==> src/rtl/tri_sel_pkg.sv <==
// Package: shared types and constants for the three-operand selector.
// Assumes half precision uses the 1/5/10 sign/exponent/mantissa split.
package tri_sel_pkg;
    typedef enum logic [1:0] {SEL_MIN = 2'd0, SEL_MAX = 2'd1, SEL_MED = 2'd2} sel_kind_e;
    typedef enum logic [1:0] {NUM_HALF = 2'd0, NUM_SINT = 2'd1, NUM_UINT = 2'd2} num_kind_e;

    localparam int OPER_W     = 16;
    localparam int HALF_EXP_W = 5;
    localparam int HALF_MAN_W = 10;
    localparam logic [OPER_W-1:0] HALF_QNAN = 16'h7E00;
    localparam int OPC_W      = 9;
    localparam logic [OPC_W-1:0] OPC_BASE = 9'h1f4;
    localparam int OPC_COUNT  = 9;
endpackage

==> src/rtl/tri_sel_decode.sv <==
// Module: opcode decoder. Maps the nine supported codes, which run in groups
// of three (half, signed, unsigned) for min, max and median, onto an
// operation kind and number kind. Assumes nothing about opcode stability.
module tri_sel_decode
    import tri_sel_pkg::*;
(
    input  logic [OPC_W-1:0] opcode,
    output sel_kind_e        kind,
    output num_kind_e        num,
    output logic             legal
);
    logic [OPC_W-1:0] offset;

    // Offset of the opcode within the supported window.
    always_comb offset = opcode - OPC_BASE;

    // Range check plus split of the offset into operation and type.
    always_comb begin
        legal = (opcode >= OPC_BASE) && (offset < OPC_W'(OPC_COUNT));
        kind  = SEL_MIN;
        num   = NUM_UINT;
        if (legal) begin
            case (offset / OPC_W'(3))
                OPC_W'(0): kind = SEL_MIN;
                OPC_W'(1): kind = SEL_MAX;
                default:   kind = SEL_MED;
            endcase
            case (offset % OPC_W'(3))
                OPC_W'(0): num = NUM_HALF;
                OPC_W'(1): num = NUM_SINT;
                default:   num = NUM_UINT;
            endcase
        end
    end
endmodule

==> src/rtl/tri_sel_key.sv <==
// Module: ordering-key generator for one operand. Produces a key whose
// unsigned order equals the operand order for the chosen number kind, and
// a NaN flag (half kind only). Assumes -0 and +0 must map to one key.
module tri_sel_key
    import tri_sel_pkg::*;
(
    input  logic [OPER_W-1:0] value,
    input  num_kind_e         num,
    output logic [OPER_W-1:0] key,
    output logic              is_nan
);
    localparam logic [OPER_W-1:0] SIGN_BIT = OPER_W'(1) << (OPER_W-1);

    logic [HALF_EXP_W-1:0] expo;
    logic [HALF_MAN_W-1:0] mant;
    logic [OPER_W-1:0]     canon;

    // Field extraction and zero canonicalisation for the float view.
    always_comb begin
        expo  = value[HALF_MAN_W +: HALF_EXP_W];
        mant  = value[HALF_MAN_W-1:0];
        canon = (value == SIGN_BIT) ? '0 : value;
    end

    // Key mapping per number kind.
    always_comb begin
        is_nan = 1'b0;
        case (num)
            NUM_UINT: key = value;
            NUM_SINT: key = value ^ SIGN_BIT;
            default: begin
                is_nan = (&expo) && (|mant);
                key    = canon[OPER_W-1] ? ~canon : (canon | SIGN_BIT);
            end
        endcase
    end
endmodule

==> src/rtl/tri_sel_core.sv <==
// Module: combinational selection. Applies NaN dropping by position, then
// the strict min/max/median rules on ordering keys. Assumes NaN flags are
// only ever set for half-precision operands.
module tri_sel_core
    import tri_sel_pkg::*;
(
    input  sel_kind_e         kind,
    input  logic [OPER_W-1:0] v0,
    input  logic [OPER_W-1:0] v1,
    input  logic [OPER_W-1:0] v2,
    input  logic [OPER_W-1:0] k0,
    input  logic [OPER_W-1:0] k1,
    input  logic [OPER_W-1:0] k2,
    input  logic              n0,
    input  logic              n1,
    input  logic              n2,
    output logic [OPER_W-1:0] pick
);
    // Two-operand min/max that skips a NaN; x wins ties.
    function automatic logic [OPER_W-1:0] pair_sel(
        input logic [OPER_W-1:0] xv, input logic [OPER_W-1:0] xk, input logic xn,
        input logic [OPER_W-1:0] yv, input logic [OPER_W-1:0] yk, input logic yn,
        input logic want_max);
        logic [OPER_W-1:0] r;
        if (xn && yn)      r = HALF_QNAN;
        else if (xn)       r = yv;
        else if (yn)       r = xv;
        else if (want_max) r = (yk > xk) ? yv : xv;
        else               r = (yk < xk) ? yv : xv;
        return r;
    endfunction

    logic              is_max;
    logic [OPER_W-1:0] base01;
    logic              mid2, mid1;

    // Shared terms of the strict three-operand rules.
    always_comb begin
        is_max = (kind == SEL_MAX);
        base01 = pair_sel(v0, k0, 1'b0, v1, k1, 1'b0, is_max);
        mid2   = ((k2 > k1) && (k2 < k0)) || ((k2 < k1) && (k2 > k0));
        mid1   = ((k1 > k2) && (k1 < k0)) || ((k1 < k2) && (k1 > k0));
    end

    // Final choice: NaN path first, then operation rules.
    always_comb begin
        if (n0 && n1 && n2)
            pick = HALF_QNAN;
        else if (n0)
            pick = pair_sel(v1, k1, n1, v2, k2, n2, is_max);
        else if (n1)
            pick = pair_sel(v0, k0, n0, v2, k2, n2, is_max);
        else if (n2)
            pick = pair_sel(v0, k0, n0, v1, k1, n1, is_max);
        else begin
            case (kind)
                SEL_MIN: pick = ((k2 < k0) && (k2 < k1)) ? v2 : base01;
                SEL_MAX: pick = ((k2 > k0) && (k2 > k1)) ? v2 : base01;
                default: pick = mid2 ? v2 : (mid1 ? v1 : v0);
            endcase
        end
    end
endmodule

==> src/rtl/tri_select_unit.sv <==
// Module: top of the three-operand selector. Decodes the opcode, builds
// ordering keys for the three low halves, selects, and registers the
// zero-extended answer with a one-cycle valid. Assumes sources are stable
// only in the cycle in_valid is high.
module tri_select_unit
    import tri_sel_pkg::*;
#(
    parameter int DATA_W = 32
) (
    input  logic              clk,
    input  logic              rst_n,
    input  logic              in_valid,
    input  logic [OPC_W-1:0]  opcode,
    input  logic [DATA_W-1:0] src0,
    input  logic [DATA_W-1:0] src1,
    input  logic [DATA_W-1:0] src2,
    output logic              out_valid,
    output logic [DATA_W-1:0] result,
    output logic              illegal_op
);
    localparam int NUM_SRC = 3;

    sel_kind_e         kind;
    num_kind_e         num;
    logic              legal;
    logic [OPER_W-1:0] opnd [NUM_SRC];
    logic [OPER_W-1:0] key  [NUM_SRC];
    logic [NUM_SRC-1:0] nan;
    logic [OPER_W-1:0] pick;

    tri_sel_decode u_dec (
        .opcode (opcode),
        .kind   (kind),
        .num    (num),
        .legal  (legal)
    );

    // Low-half operand extraction.
    always_comb begin
        opnd[0] = src0[OPER_W-1:0];
        opnd[1] = src1[OPER_W-1:0];
        opnd[2] = src2[OPER_W-1:0];
    end

    for (genvar i = 0; i < NUM_SRC; i++) begin : g_key
        tri_sel_key u_key (
            .value  (opnd[i]),
            .num    (num),
            .key    (key[i]),
            .is_nan (nan[i])
        );
    end

    tri_sel_core u_core (
        .kind (kind),
        .v0   (opnd[0]), .v1 (opnd[1]), .v2 (opnd[2]),
        .k0   (key[0]),  .k1 (key[1]),  .k2 (key[2]),
        .n0   (nan[0]),  .n1 (nan[1]),  .n2 (nan[2]),
        .pick (pick)
    );

    // Output register: result, valid and illegal strobe.
    always_ff @(posedge clk) begin
        if (!rst_n) begin
            out_valid  <= 1'b0;
            illegal_op <= 1'b0;
            result     <= '0;
        end else begin
            out_valid  <= in_valid;
            illegal_op <= in_valid && !legal;
            if (in_valid)
                result <= legal ? {{(DATA_W-OPER_W){1'b0}}, pick} : '0;
        end
    end

    // valid strobe follows the request by exactly one cycle.
    a_r10_valid_follows: assert property (@(posedge clk) disable iff (!rst_n)
        in_valid |=> out_valid);
    a_r10_valid_idle: assert property (@(posedge clk) disable iff (!rst_n)
        !in_valid |=> !out_valid);
    // upper half of the result is never set.
    a_r10_zero_ext: assert property (@(posedge clk) disable iff (!rst_n)
        result[DATA_W-1:OPER_W] == '0);
    // result holds while no answer is presented.
    a_r10_hold: assert property (@(posedge clk) disable iff (!rst_n)
        !in_valid |=> $stable(result));
    // illegal flag comes with a valid strobe and a zero result.
    a_r11_illegal_zero: assert property (@(posedge clk) disable iff (!rst_n)
        illegal_op |-> (out_valid && result == '0));
    // codes outside the window are flagged one cycle later.
    a_r1_out_of_window: assert property (@(posedge clk) disable iff (!rst_n)
        (in_valid && (opcode < OPC_BASE || opcode > OPC_BASE + OPC_W'(OPC_COUNT - 1)))
        |=> illegal_op);
    // integer answers are always one of the three low halves.
    a_r4_from_operand: assert property (@(posedge clk) disable iff (!rst_n)
        (in_valid && legal && num != NUM_HALF) |=>
        (result[OPER_W-1:0] == $past(src0[OPER_W-1:0]) ||
         result[OPER_W-1:0] == $past(src1[OPER_W-1:0]) ||
         result[OPER_W-1:0] == $past(src2[OPER_W-1:0])));
    // reset clears the strobes.
    a_r12_reset_clears: assert property (@(posedge clk)
        !rst_n |=> (!out_valid && !illegal_op && result == '0));
endmodule

==> config.mk <==
export PLATFORM = sky130hd
export DESIGN_NAME = tri_select_unit
export DESIGN_NICKNAME = d
export VERILOG_FILES = /design/src/rtl/tri_sel_pkg.sv /design/src/rtl/tri_sel_decode.sv /design/src/rtl/tri_sel_key.sv /design/src/rtl/tri_sel_core.sv /design/src/rtl/tri_select_unit.sv
export SDC_FILE = /design/constraint.sdc
export NUM_CORES = 1
export LEC_CHECK = 0
export BUFFER_PORTS_ARGS = -buffer_cell sky130_fd_sc_hd__buf_4
export CAP_MARGIN = 10
export CORE_MARGIN = 2
export CORE_UTILIZATION = 28
export DETAILED_ROUTE_END_ITERATION = 7
export GPL_TIMING_DRIVEN = 1
export HOLD_SLACK_MARGIN = 0.12
export MAX_ROUTING_LAYER = met4
export PLACE_DENSITY_LB_ADDON = 0.05
export SLEW_MARGIN = 20
export SYNTH_ARGS = -nofsm -noshare
export SYNTH_HDL_FRONTEND = slang
export SYNTH_HIERARCHICAL = 1
export SYNTH_SLANG_ARGS = --single-unit
==> constraint.sdc <==
create_clock -name clk -period 18.9 [get_ports clk]
set_input_delay 1.89 -clock clk [delete_from_list [all_inputs] [get_ports clk]]
set_output_delay 1.89 -clock clk [all_outputs]
set_load 0.05 [all_outputs]
==> results of run 1 <==
-- stage by stage --
| stage | worst slack, ps | util, % | cells | instance area (um^2) | hold slack [ps] |
|---|---|---|---|---|---|
| finish | 4360 | 31.7 | 1325 | 7680 | 474 |
| global route | 3360 | 31.7 | 1325 | 7680 | 492 |
| CTS | 4250 | 31.7 | 1325 | 7680 | 477 |
| detailed placement | 4010 | 31.3 | 1321 | 7590 | 459 |
| global placement | 3870 | 31.3 | 1321 | 7590 | 463 |
| floorplan | 6660 | - | 976 | 6960 | 698 |
-- routing by layer --
metal,wire length (um),global-route usage [%]
met1,13900,30.8
met5,0,-
met4,212,2.39
met2,11600,31.6
met3,1060,0.976
-- worst max-delay path, delay by kind of cell --
kind	cells	cell delay, ps
AO/OA/AOI/OAI	20	5520
buffers and inverters	5	940
AND/OR/NAND/NOR	13	4010
adder cells (fa/ha/maj)	5	2000
XOR/XNOR	1	320
-- flip-flops by register name (all words and copies together), names as in the netlist --
| signal | cells |
|---|---|
| out_valid | 1 |
| illegal_op | 1 |
| result | 16 |
-- placed cells by master (no fill, tap or decap), drive strengths merged, types with 7 or more instances in the layout --
cell type | netlist | final
a22oi | 8 | 8
nand4 | 37 | 37
ha | 60 | 60
a211oi | 14 | 14
o21ai | 81 | 81
or3 | 17 | 17
or4b | 11 | 11
and3 | 8 | 8
nor2 | 57 | 57
mux2i | 30 | 30
a32o | 12 | 12
a21oi | 55 | 55
nand2 | 120 | 120
nor4 | 12 | 12
nor2b | 10 | 10
a21o | 7 | 7
nor3 | 24 | 24
dfxtp | 18 | 18
mux2 | 33 | 33
nand3 | 29 | 29
nor3b | 7 | 7
nand2b | 7 | 7
buf | 52 | 92
xnor2 | 8 | 8
a221oi | 24 | 24
conb | 1 | 16
o211ai | 13 | 13
nand3b | 19 | 19
a31oi | 10 | 10
inv | 52 | 52
a211o | 13 | 13
-- synthesized netlist by cell type (4+ instances only) --
cell / count / share of area, %
a211o_1: 13 / 1.6
xnor2_1: 8 / 1.0
mux2_2: 29 / 4.7
a32o_1: 12 / 1.7
nor2_1: 54 / 2.9
a31oi_1: 10 / 0.91
a22oi_1: 8 / 0.87
a221oi_1: 22 / 2.8
mux2_1: 4 / 0.65
a21o_1: 6 / 0.65
o22ai_1: 5 / 0.45
o21ai_1: 17 / 1.2
nand3b_1: 18 / 2.0
ha_1: 60 / 11
a21boi_0: 5 / 0.54
nor2b_1: 8 / 0.72
clkbuf_1: 13 / 0.71
nor3_1: 24 / 1.7
nor3b_1: 6 / 0.65
or3_1: 17 / 1.5
buf_2: 15 / 1.1
buf_6: 11 / 1.8
nand2_1: 120 / 6.5
a211oi_1: 12 / 1.3
o21ai_2: 15 / 1.9
or4b_1: 10 / 1.4
nand4_1: 35 / 3.2
and3_1: 7 / 0.63
nor4_1: 11 / 1.0
o211ai_2: 4 / 0.72
o31a_1: 4 / 0.51
a21oi_1: 52 / 3.8
o211ai_1: 9 / 0.98
a2111oi_0: 5 / 0.63
and2_1: 5 / 0.45
mux2i_1: 27 / 3.9
buf_4: 22 / 2.4
inv_1: 52 / 2.8
o21ai_0: 48 / 3.5
dfxtp_1: 18 / 5.2
nand3_1: 29 / 2.1
nand2b_1: 7 / 0.63
o31ai_1: 4 / 0.43
-- power breakdown --
group          switching [mW]  leakage, nW  internal (mW)  total (mW)
sequential           0.000104        0.145         0.0383      0.0384
combinational           0.189         3.07          0.115       0.304
clock                  0.0142       0.0442         0.0322      0.0464
-- path summary, 6_finish.rpt --
path	depth (start not counted)	end	slack [ps]	start
hold / removal	2	result[0]	470	result[0]
setup / recovery	44	result[1]	4360	opcode[2]
hold reg to reg	2	result[0]	470	result[0]
setup reg to reg	2	result[3]	18340	result[3]
-- area by class of cell --
type	count	area, um^2	area share, %
Clock buffer	4	88.8	1.16
Sequential cell	18	360	4.69
Timing Repair Buffer	92	691	8.99
Inverter	54	203	2.64
Multi-Input combinational cell	833	5940	77.3
Tap cell	324	405	5.28
-- logic make-up after synthesis --
family / Yosys count
adder cells (fa/ha/maj): 60
XOR/XNOR: 11
buffers and inverters: 125
flip-flops: 18
AND/OR/NAND/NOR: 381
AO/OA/AOI/OAI: 302
multiplexers: 63
other: 1
==> results_dict.tcl, run 1 <==
set metrics [dict create \
    fill_cells 2755 \
    tightest_slew_ps 1090 \
    async_flop_share_pct 0 \
    post_cts.repair.setup_buffers 0 \
    chipHeight_um 161 \
    crit_path_max_fanout 35 \
    grt_max_degree 36 \
    hpwlAfterDp_um 20800 \
    ir_drop_mv 0.0194 \
    cts.sinks 18 \
    port_buffers 77 \
    synth_fa_ha_area_share_pct 10.9 \
    drive_gt1_share_pct 19.0 \
    synth-main-ff-cell "dfxtp_1" \
    post_cts_resized 0 \
    num_vias 7466 \
    cp-end-kind "flop" \
    yosys_warnings 6 \
    critPathKind "in2reg" \
    rsz0062_at_grt "no" \
    grt_pass1_vias 7106 \
    cp_common_cell "ha_1" \
    maxCapViolCount 0 \
    period_share_pct 76.9 \
    start_util_pct 28.5 \
    ys_seq_area_share_pct 5.22 \
    min_path_type "reg2reg" \
    antenna_found_initial 0 \
    critPathMaxStageDelay_ps 920 \
    ys_types 106 \
    wl_per_cell_um 20.2 \
    design.die.area_um2 25900 \
    row_count 57 \
    clock_latency_ps 250 \
    relSlewSlack_pct 26.8 \
    fin_worst_skew_ps 0 \
    synth_cells 961 \
    syn_area_um2 6900 \
    slew_viol_final 0 \
    fmax_mhz 68.8 \
    powerDensity_nw_per_um2 50.6 \
    vias_per_cell 5.63 \
    drt_first_pass_iters 5 \
    synth-xor-area-share_pct 1.40 \
    start_kind "input pin" \
    required_ps 19100 \
    finalNetCount 1170 \
    ant_nets 0 \
    cts_made_buffers 3 \
    fp.coreArea_um2 24200 \
    grt_pass1_wl_um 41800 \
    worstPathArrival_ps 14740 \
    hold_viol 0 \
    gp_congestion 0.818 \
    setup_viol 0 \
    status "finished, final reports clean" \
    path_clk_slew_ps 50 \
    cts_htree_levels 1 \
    synthSimpleGateAreaFrac_pct 29.5 \
    synth_compound_area_share_pct 32.9 \
    synth_top_family_by_area "compound AO/OA/AOI/OAI gates" \
    cts_tree "done" \
    track_usage_pct 20.6 \
    fin_total_pwr_uw 389 \
    first_iter_violations 636 \
    postSynthAreaPerCell_um2 7.18 \
    setup_tns_ps 0 \
    slowest_stage "nor4_1" \
    yosys-mux-area-fraction_pct 10.0 \
    postCtsHoldBufs 0 \
    wl_um 26800 \
    io_pins 142 \
    grt-ovfl-total 0 \
    synth-edff-count 0 \
    ys_ff_latch 18 \
    drc_errors 0 \
    die_w_um 161 \
    timing.final.crit_period_ps 14540 \
    cts_root_buffer "clkbuf_16" \
    p_leak_nw 3.26 \
    area_growth_pct 11.3 \
    cts_buffer_depth 2 \
    n_antenna_cell 0 \
]
(Power assumes the default switching activity.)
==> run 2, diff against run 1 <==
- clock period: 18.9 -> 14.2 ns (I/O delays scaled with it)
==> run 2 against run 1 <==
- hold slack worse by 1.5 ps
- sequential share of layout area is 0.16 points lower
- clock power rose by 18%
- non-clock buffer count increased by 29
- design area grew 3.5%
- clock skew is the same
- combinational power up 38%
- wire length about the same
- via count rose by 0.54%
- sequential power is 33% higher
- count of clock-buffer cells in the layout down 1
- critical path depth grew 6
- largest power group unchanged
==> results_dict.tcl, run 2 (same netlist as run 1, synthesis figures left out) <==
set metrics [dict create \
    status "finished, final reports clean" \
    start_kind "input pin" \
    timing.final.crit_period_ps 12530 \
    first_iter_violations 815 \
    p_leak_nw 3.42 \
    cts_buffer_depth 2 \
    drt_first_pass_iters 5 \
    dpl-instance-area_um2 7880 \
    antenna_found_initial 0 \
    pre_cts_ws_ps 1510 \
    grt_max_degree 35 \
    setup_tns_ps 0 \
    tightest_slew_ps 696 \
    critPathKind "in2reg" \
    ant_nets 0 \
    required_ps 14390 \
    clock_latency_ps 240 \
    slew_viol_final 0 \
    cp_common_cell "ha_1" \
    fill_cells 2658 \
    hold_viol 0 \
    layout_commonest_cell "nand2_1" \
    post_cts_resized 0 \
    fin_worst_skew_ps 0 \
    row_count 57 \
    final_area_um2 7950 \
    period_share_pct 88.2 \
    wl_um 26700 \
    design.die.area_um2 25900 \
    die_w_um 161 \
    grt-ovfl-total 0 \
    drive_gt1_share_pct 21.0 \
    finalNetCount 1199 \
    cp-end-kind "flop" \
    wl_per_cell_um 19.8 \
    whs_ps 472 \
    rsz0062_at_grt "no" \
    cts_htree_levels 1 \
    maxCapViolCount 0 \
    relSlewSlack_pct 53.6 \
    cts_made_buffers 3 \
    powerDensity_nw_per_um2 66.2 \
    hpwlAfterDp_um 21200 \
    registers.top_by_ff_count "result" \
    port_buffers 77 \
    ir_drop_mv 0.0333 \
    grt_pass1_wl_um 41900 \
    postCtsHoldBufs 0 \
    num_vias 7506 \
    cts_root_buffer "clkbuf_16" \
    area_growth_pct 15.2 \
    crit_path_max_fanout 16 \
    fp.coreArea_um2 24200 \
    min_path_type "reg2reg" \
    critPathMaxStageDelay_ps 550 \
    start_util_pct 28.5 \
    fmax_mhz 79.8 \
    setup_viol 0 \
    vias_per_cell 5.55 \
    track_usage_pct 20.7 \
    setup_slack_ps 1670 \
    io_pins 142 \
    post_cts.repair.setup_buffers 0 \
    top_regs "result: 16 flops, illegal_op: 1 flops, out_valid: 1 flops" \
    largest_reg_flops 16 \
    chipHeight_um 161 \
    worstPathArrival_ps 12720 \
    multi_input_area_um2 5930 \
    cts_tree "done" \
    ff_latch_area_um2 360 \
    drc_errors 0 \
    n_antenna_cell 0 \
    final_cell_mix "120 x nand2_1, 115 x buf_4, 60 x ha_1, 54 x nor2_1" \
    slowest_stage "o31ai_1" \
    gp_congestion 0.810 \
    cts.sinks 18 \
    path_clk_slew_ps 50 \
    grt_pass1_vias 7051 \
]
-- run 2: critical path, delay by kind of cell --
kind	cells	cell delay [ps]
simple gates	14	3170
buf+inv	9	1240
compound gates	21	4850
fa+ha+maj	5	1740
xor+xnor	1	280
-- run 2: cell type report --
| cell class | instances | area share, % |
|---|---|---|
| Clock buffer | 3 | 0.944 |
| Inverter | 54 | 2.55 |
| Multi-Input combinational cell | 833 | 74.5 |
| Sequential cell | 18 | 4.53 |
| Tap cell | 324 | 5.10 |
| Timing Repair Buffer | 121 | 12.4 |
-- run 2: layer usage --
layer | up-vias | wire length [um] | global-route usage, %
met5 | - | 0 | -
met4 | 0 | 146 | 1.62
met3 | 8 | 1160 | 0.668
met2 | 200 | 11800 | 31.5
met1 | 3496 | 13700 | 31.6
li1 | 3802 | - | -
-- run 2: final timing paths --
kind | startpoint | endpoint | slack, ps | cells past startpoint
worst min register to register | result[12] | result[12] | 470 | 2
worst min-delay path | result[12] | result[12] | 470 | 2
worst max-delay path | opcode[3] | result[4] | 1670 | 50
worst max register to register | result[0] | result[0] | 13640 | 2
-- run 2: report_power, final --
group | total [mW] | leakage, nW | internal (mW) | switching [mW]
Clock | 0.0549 | 0.0370 | 0.0370 | 0.0179
Combinational | 0.420 | 3.23 | 0.166 | 0.254
Sequential | 0.0511 | 0.145 | 0.0510 | 0.000130
-- run 2: metrics by stage --
step                power, mW  cells  utilization (%)
floorplan               0.354    976                -
global placement        0.472   1350             32.5
detailed placement      0.468   1350             32.5
CTS                     0.526   1353             32.8
global route            0.572   1353             32.8
finish                  0.526   1353             32.8
